$ cat src/rtl/frs_pkg.sv
// Package: shared definitions for the producer table.
// Assumes: tag value zero is reserved to mean "no producer".
package frs_pkg;

    // How a source operand was resolved at issue
    typedef enum logic [1:0] {
        SRC_FROM_FILE   = 2'd0,
        SRC_FROM_BUS    = 2'd1,
        SRC_WAIT_TAG    = 2'd2
    } src_kind_e;

    // Returns true when a tag names a real station
    function automatic logic tag_live(input logic [15:0] t);
        return t != '0;
    endfunction

endpackage

$ cat src/rtl/frs_tag_table.sv
// Module: frs_tag_table
// Holds one producer tag per register. Issue renames one register per
// cycle. A broadcast whose tag matches a register's producer clears it.
// Assumes: a rename of a register has priority over the clear of that register.
module frs_tag_table #(
    parameter int NREG  = 16,
    parameter int TAG_W = 4,
    localparam int IDX_W = $clog2(NREG)
) (
    input  logic             clk,
    input  logic             rst_n,
    input  logic             ren_en,
    input  logic [IDX_W-1:0] ren_idx,
    input  logic [TAG_W-1:0] ren_tag,
    input  logic             bus_valid,
    input  logic [TAG_W-1:0] bus_tag,
    output logic [TAG_W-1:0] qi_q    [NREG],
    output logic [NREG-1:0]  match
);
    import frs_pkg::*;

    logic bus_live;

    // Bus carries a usable tag this cycle
    always_comb bus_live = bus_valid && tag_live(16'(bus_tag));

    for (genvar i = 0; i < NREG; i++) begin : g_entry
        logic ren_here;

        // Decode whether this entry is being renamed or matched
        always_comb begin
            ren_here = ren_en && (ren_idx == IDX_W'(i));
            match[i] = bus_live && (qi_q[i] == bus_tag);
        end

        // Producer field update: reset, rename, then clear on match
        always_ff @(posedge clk) begin
            if (!rst_n)
                qi_q[i] <= '0;
            else if (ren_here)
                qi_q[i] <= ren_tag;
            else if (match[i])
                qi_q[i] <= '0;
        end
    end

endmodule

$ cat src/rtl/frs_value_file.sv
// Module: frs_value_file
// Register storage. An entry takes bus data when its match bit is set.
// Assumes: the match vector already holds the latest-producer rule.
module frs_value_file #(
    parameter int               NREG     = 16,
    parameter int               DATA_W   = 64,
    parameter logic [DATA_W-1:0] INIT_VAL = '0
) (
    input  logic              clk,
    input  logic              rst_n,
    input  logic [NREG-1:0]   match,
    input  logic [DATA_W-1:0] bus_data,
    output logic [DATA_W-1:0] val_q [NREG]
);

    for (genvar i = 0; i < NREG; i++) begin : g_reg
        // Load the initial value on reset, else capture a matching result
        always_ff @(posedge clk) begin
            if (!rst_n)
                val_q[i] <= INIT_VAL + DATA_W'(i);
            else if (match[i])
                val_q[i] <= bus_data;
        end
    end

endmodule

$ cat src/rtl/frs_src_lookup.sv
// Module: frs_src_lookup
// Resolves one source operand: stored value, bus bypass, or wait tag.
// Assumes: it sees the table state from before this cycle's rename.
module frs_src_lookup #(
    parameter int NREG   = 16,
    parameter int TAG_W  = 4,
    parameter int DATA_W = 64,
    localparam int IDX_W = $clog2(NREG)
) (
    input  logic [IDX_W-1:0]  idx,
    input  logic [TAG_W-1:0]  qi_q  [NREG],
    input  logic [DATA_W-1:0] val_q [NREG],
    input  logic              bus_valid,
    input  logic [TAG_W-1:0]  bus_tag,
    input  logic [DATA_W-1:0] bus_data,
    output logic [DATA_W-1:0] out_val,
    output logic [TAG_W-1:0]  out_tag
);
    import frs_pkg::*;

    logic [TAG_W-1:0]  prod;
    logic [DATA_W-1:0] stored;
    src_kind_e         kind;

    // Select the source kind from the producer and the bus
    always_comb begin
        prod   = qi_q[idx];
        stored = val_q[idx];
        if (!tag_live(16'(prod)))
            kind = SRC_FROM_FILE;
        else if (bus_valid && bus_tag == prod)
            kind = SRC_FROM_BUS;
        else
            kind = SRC_WAIT_TAG;
    end

    // Drive the operand fields for the chosen kind
    always_comb begin
        unique case (kind)
            SRC_FROM_FILE: begin out_val = stored;   out_tag = '0;   end
            SRC_FROM_BUS:  begin out_val = bus_data; out_tag = '0;   end
            default:       begin out_val = '0;       out_tag = prod; end
        endcase
    end

endmodule

$ cat src/rtl/fp_rename_status.sv
// Module: fp_rename_status (top)
// Register file with one producer tag per register for a tag-renaming
// issue stage. It resolves two sources per issue, renames the destination,
// and accepts bus results only from each register's latest producer.
// Assumes: iss_tag is nonzero whenever iss_valid and iss_dst_en are high.
module fp_rename_status #(
    parameter int                NREG     = 16,
    parameter int                TAG_W    = 4,
    parameter int                DATA_W   = 64,
    parameter logic [DATA_W-1:0] INIT_VAL = '0,
    localparam int               IDX_W    = $clog2(NREG),
    localparam int               NSRC     = 2
) (
    input  logic              clk,
    input  logic              rst_n,
    input  logic              iss_valid,
    input  logic              iss_dst_en,
    input  logic [IDX_W-1:0]  iss_src_a_idx,
    input  logic [IDX_W-1:0]  iss_src_b_idx,
    input  logic [IDX_W-1:0]  iss_dst_idx,
    input  logic [TAG_W-1:0]  iss_tag,
    output logic [DATA_W-1:0] src_a_val,
    output logic [TAG_W-1:0]  src_a_tag,
    output logic [DATA_W-1:0] src_b_val,
    output logic [TAG_W-1:0]  src_b_tag,
    input  logic              bus_valid,
    input  logic [TAG_W-1:0]  bus_tag,
    input  logic [DATA_W-1:0] bus_data,
    input  logic [IDX_W-1:0]  dbg_idx,
    output logic [DATA_W-1:0] dbg_val,
    output logic [TAG_W-1:0]  dbg_tag
);

    logic [TAG_W-1:0]  qi_q  [NREG];
    logic [DATA_W-1:0] val_q [NREG];
    logic [NREG-1:0]   match;
    logic              ren_en;
    logic [IDX_W-1:0]  src_idx [NSRC];
    logic [DATA_W-1:0] src_val [NSRC];
    logic [TAG_W-1:0]  src_tag [NSRC];

    // Rename happens only for issued instructions that write a register
    always_comb ren_en = iss_valid && iss_dst_en;

    // Gather source indices into a port array
    always_comb begin
        src_idx[0] = iss_src_a_idx;
        src_idx[1] = iss_src_b_idx;
    end

    frs_tag_table #(.NREG(NREG), .TAG_W(TAG_W)) tags_i (
        .clk       (clk),
        .rst_n     (rst_n),
        .ren_en    (ren_en),
        .ren_idx   (iss_dst_idx),
        .ren_tag   (iss_tag),
        .bus_valid (bus_valid),
        .bus_tag   (bus_tag),
        .qi_q      (qi_q),
        .match     (match)
    );

    frs_value_file #(.NREG(NREG), .DATA_W(DATA_W), .INIT_VAL(INIT_VAL)) vals_i (
        .clk      (clk),
        .rst_n    (rst_n),
        .match    (match),
        .bus_data (bus_data),
        .val_q    (val_q)
    );

    for (genvar s = 0; s < NSRC; s++) begin : g_src
        frs_src_lookup #(.NREG(NREG), .TAG_W(TAG_W), .DATA_W(DATA_W)) look_i (
            .idx       (src_idx[s]),
            .qi_q      (qi_q),
            .val_q     (val_q),
            .bus_valid (bus_valid),
            .bus_tag   (bus_tag),
            .bus_data  (bus_data),
            .out_val   (src_val[s]),
            .out_tag   (src_tag[s])
        );
    end

    // Map resolved operands to the issue outputs
    always_comb begin
        src_a_val = src_val[0];
        src_a_tag = src_tag[0];
        src_b_val = src_val[1];
        src_b_tag = src_tag[1];
    end

    // Raw debug read of stored state, no bypass
    always_comb begin
        dbg_val = val_q[dbg_idx];
        dbg_tag = qi_q[dbg_idx];
    end

endmodule

$ cat config.mk
export PLATFORM = sky130hd
export DESIGN_NAME = fp_rename_status
export DESIGN_NICKNAME = d
export VERILOG_FILES = /design/src/rtl/frs_pkg.sv /design/src/rtl/frs_tag_table.sv /design/src/rtl/frs_value_file.sv /design/src/rtl/frs_src_lookup.sv /design/src/rtl/fp_rename_status.sv
export SDC_FILE = /design/constraint.sdc
export NUM_CORES = 2
export LEC_CHECK = 0
export BUFFER_PORTS_ARGS = -buffer_cell sky130_fd_sc_hd__buf_2
export CORE_MARGIN = 2
export CORE_UTILIZATION = 35
export CTS_CLUSTER_SIZE = 16
export DETAILED_ROUTE_END_ITERATION = 8
export PLACE_DENSITY = 0.48
export SKIP_LAST_GASP = 1
export SLEW_MARGIN = 15
export SYNTH_ARGS = -nofsm -noshare
export SYNTH_HDL_FRONTEND = slang
export SYNTH_SLANG_ARGS = --single-unit
$ cat constraint.sdc
create_clock -name clk -period 3.4 [get_ports clk]
set_clock_uncertainty 0.1 [all_clocks]
set_input_delay 0.34 -clock clk [delete_from_list [all_inputs] [get_ports clk]]
set_output_delay 0.34 -clock clk [all_outputs]
set_load 0.005 [all_outputs]
==> impl_metrics.csv <==
group,metric,value,unit
layout,layout.cells.non_filler,9503,
worst_setup_path,worstSetupEndpointType,"output pin",
timing,max_freq,258,MHz
routing,drcViolationCount,0,
synthesis,ys_dominant_reg_cell,"dfxtp_1",
worst_setup_path,required,2960,ps
worst_setup_path,crit_buf_inv,4,
floorplanning,row_count,161,
timing,rsz0062_at_grt,"true",
routing,wl,293,mm
placed_design,port_buffers,296,
layout,drive_above_1_share,29.5,%
worst_setup_path,start_kind,"flop",
clock_tree,clkLatencyLatePin,810,ps
pwr,pwr-share-comb,13.2,%
layout,syn2layout_area_growth,19.5,%
clock_tree,tritoncts,"built",
worst_setup_path,critPathArrivalTime,3440,ps
floorplanning,ioPinCount,297,
clock_tree,clock_path_buffers,3,
worst_setup_path,rr_startpoint,"tags_i.qi_q[14]",
placed_design,dp_hpwl,174,mm
pwr,swShare,27.7,%
clock_tree,cts-htree-levels,4,
routing,viasPerCell,6.06,
routing,detail-route-antenna-nets,0,
synthesis,ys_ff_latch,1088,
global_routing,grt_use_total,29.2,%
worst_hold_path,hold_path_startpoint,"iss_dst_idx[2]",
synthesis,yosysWarnings,0,
routing,drt_iter0_markers,5766,
timing,worstMarginPinSlew,1020,ps
routing,vias,57600,
worst_hold_path,worst_hold_path_type,"primary input to flop",
worst_setup_path,crit_top_cell,"buf_12",
timing,fin_ws,-476,ps
outcome,status,"finished with violations",
synthesis,syn-cell-area,0.0679,mm²
timing,slew_viol_final,0,
global_routing,grt_max_degree,167,
synthesis,synth_edf_count,0,
pwr,ir_drop,0.400,mV
placed_design,place_inst,9130,
global_routing,grt_pass1_wl,419,mm
pwr,powerDensity,402,mW/mm²
worst_setup_path,critPathMaxStageDelay,540,ps
placed_design,gp_congestion,0.918,
synthesis,netlist_instances,6760,
synthesis,ys_seq_area_share,32.1,%
timing,hold_viol_final,0,
clock_tree,clock_sinks,1088,
pwr,pwr-share-clk,46.7,%
timing,min_period_over_period,114,%
floorplanning,core_area,0.193,mm²
run,drv_cap,0,
global_routing,grt_pass1_vias,56200,
layout,n_fill_cell,18300,
worst_setup_path,critPathTopFamily,"multiplexers",
floorplanning,die_x,444,µm
synthesis,synth_nets,6853,
global_routing,globalRouteOverflowTotal,0,
clock_tree,root_buffer,"clkbuf_16",
layout,nNetsFinal,6957,
outcome,violations,"negative setup slack",
synthesis,synth_top_area_share,33.2,%
timing,max_slew_margin,31.6,%
pwr,pwr-share-seq,40.1,%
pwr,p_sw,9.03,mW
routing,drt_first_pass_iters,7,
floorplanning,start_util,35.2,%
routing,wl_per_cell,30.8,µm
worst_setup_path,cp_max_fo,4,
worst_setup_path,critical_path.startpoint,"tags_i.qi_q[57]",
worst_setup_path,path_cells,"mux2_2 > mux4_2 > xnor2_1 > o211ai_1 > nor4_4 > buf_12 > buf_12 > clkbuf_16 > a31o_1 > buf_2",
synthesis,syn_avg_cell_area,10.0,µm²
floorplanning,die_area,0.197,mm²
layout,post-route-util,42.1,%
synthesis,yosysUniqueCellTypes,47,
global_routing,antenna_found_initial,10,
timing,fin_crit,3880,ps
worst_setup_path,critical_path_class,"flop to output pin",
clock_tree,cts.clk_slew.worst_paths,50,ps
synthesis,synth_area_leaders,"mux4_2 (33%), dfxtp_1 (32%), nand2_1 (12%)",
synthesis,synthArstFlopShare,0,%
floorplanning,die_height,444,µm
synthesis,synth_area_leader_cell,"mux4_2",
clock_tree,cts_buffers,136,
timing,setup_viol,136,
worst_setup_path,crit_slowest_cell,"mux4_2",
timing,hold_slack,90.4,ps
pwr,p_leak,27.0,nW
pwr,cellInternalPower,23.6,mW
[sequential cells by signal (all words and copies together), names as in the netlist]
name / cells
tags_i.qi_q: 64
vals_i.val_q: 1024
[cell usage after synthesis (2+ instances only)]
cell	instances
nand2_1	2202
dfxtp_1	1088
a21boi_0	1056
mux4_2	999
clkbuf_1	481
buf_1	177
nand3_1	107
buf_2	97
nor2b_1	71
inv_1	69
o22ai_1	65
a31o_1	64
nor2_1	45
xnor2_1	39
mux2i_1	37
xor2_1	32
nand4_1	22
and4_1	16
buf_6	12
mux2_2	11
nor3_1	10
nand2b_1	6
a21oi_1	5
a22oi_1	5
mux2_1	5
and3_1	4
o211ai_1	4
and2_1	3
nor3b_1	3
a2111oi_2	2
a211o_1	2
a211oi_1	2
a2bb2oi_1	2
buf_4	2
o2111ai_1	2
o21ai_0	2
[cell type report]
type                       count  area (µm²)  share of cell area (%)
tap                         2526        3160                    3.90
clock inverter                47         653                   0.805
clock buffer                 196        3900                    4.81
timing repair buffer         735        7720                    9.51
sequential                  1088       21900                    26.9
multi-input combinational   4834       43500                    53.7
inverter                      69         259                   0.319
antenna                        8        20.0                  0.0247
[path summary, 6_finish.rpt]
| kind | to | slack (ps) | depth (start not counted) |
|---|---|---|---|
| worst max register to register | vals_i.val_q[233] | 1140 | 6 |
| worst max-delay path | src_a_val[42] | -480 | 10 |
| worst min register to register | vals_i.val_q[462] | 390 | 2 |
| worst min-delay path | tags_i.qi_q[62] | 90 | 4 |
[repair_timing]
| item | in CTS | in global routing |
|---|---|---|
| setup endpoints to repair | 136 | 136 |
| pin swaps | 89 | 15 |
| setup buffers | 39 | 5 |
| cloned | 18 | 3 |
| hold endpoints to repair | 1087 | 0 |
| gates resized for setup | 249 | 25 |
| hold buffers | 69 | 0 |
[worst min-delay path, cell delays in order]
cell and delay, ps:
buf_2 290, nor3_1 160, nand2_1 90, a21boi_0 70
[metal layers]
metal  part of all wire [%]  vias to the layer above  global-route usage (%)
li1                       -                    24600                       -
met1                     40                    29600                    38.2
met2                     47                     2715                    47.0
met3                    7.9                      623                    5.16
met4                    5.2                        2                    13.5
met5                 0.0044                        -                       0
[power by group through the flow]
stage                     clock [mW]  combinational [mW]  sequential, mW
after floorplan                    0                2.35            13.3
after global placement             0                3.78            13.3
after detailed placement           0                3.80            13.4
after CTS                       15.4                4.26            13.1
after global routing            15.9                4.46            13.1
final                           15.2                4.29            13.1
[cells in the final DEF, fill, tap and decap left out, types with 11 or more instances in the layout]
cell,n
nand2_1,2165
a21boi_0,1056
dfxtp_1,1056
mux4_2,999
buf_2,282
buf_12,162
buf_4,156
clkbuf_16,142
nand3_1,107
inv_1,69
dlygate4sd3_1,69
nor2b_1,64
a31o_1,63
nor2_1,45
o22ai_2,45
xnor2_1,38
clkbuf_1,36
mux2i_1,33
xor2_1,32
clkbuf_8,24
buf_6,24
nand4_1,22
clkinv_2,21
dfxtp_2,20
nand2_4,19
buf_16,19
nand2_2,18
and4_4,16
buf_8,15
o22ai_1,14
dfxtp_4,12
bufinv_16,11
[cells by family (layout without fill, tap and decap cells)]
group / Yosys count / count (layout) / share of synthesized area [%]
AO/OA/AOI/OAI: 1218 / 1218 / 13.5
XOR/XNOR: 71 / 71 / 0.916
buffers and inverters: 838 / 1047 / 4.96
flip-flops: 1088 / 1088 / 32.1
multiplexers: 1052 / 1052 / 34.0
other: 0 / 8 / 0
AND/OR/NAND/NOR: 2493 / 2493 / 14.6
[stage by stage]
stage	TNS [ps]	power [mW]	area [µm²]	setup slack, ps
floorplan	0	15.7	67900	264
global placement	-75.5	17.1	73800	-75.5
detailed placement	-54.3	17.2	73800	-54.3
CTS	-49570	32.8	80900	-482
global route	-61260	33.5	81100	-568
finish	-50700	32.6	81100	-476
Note: power is estimated with default switching activity, not from simulation.
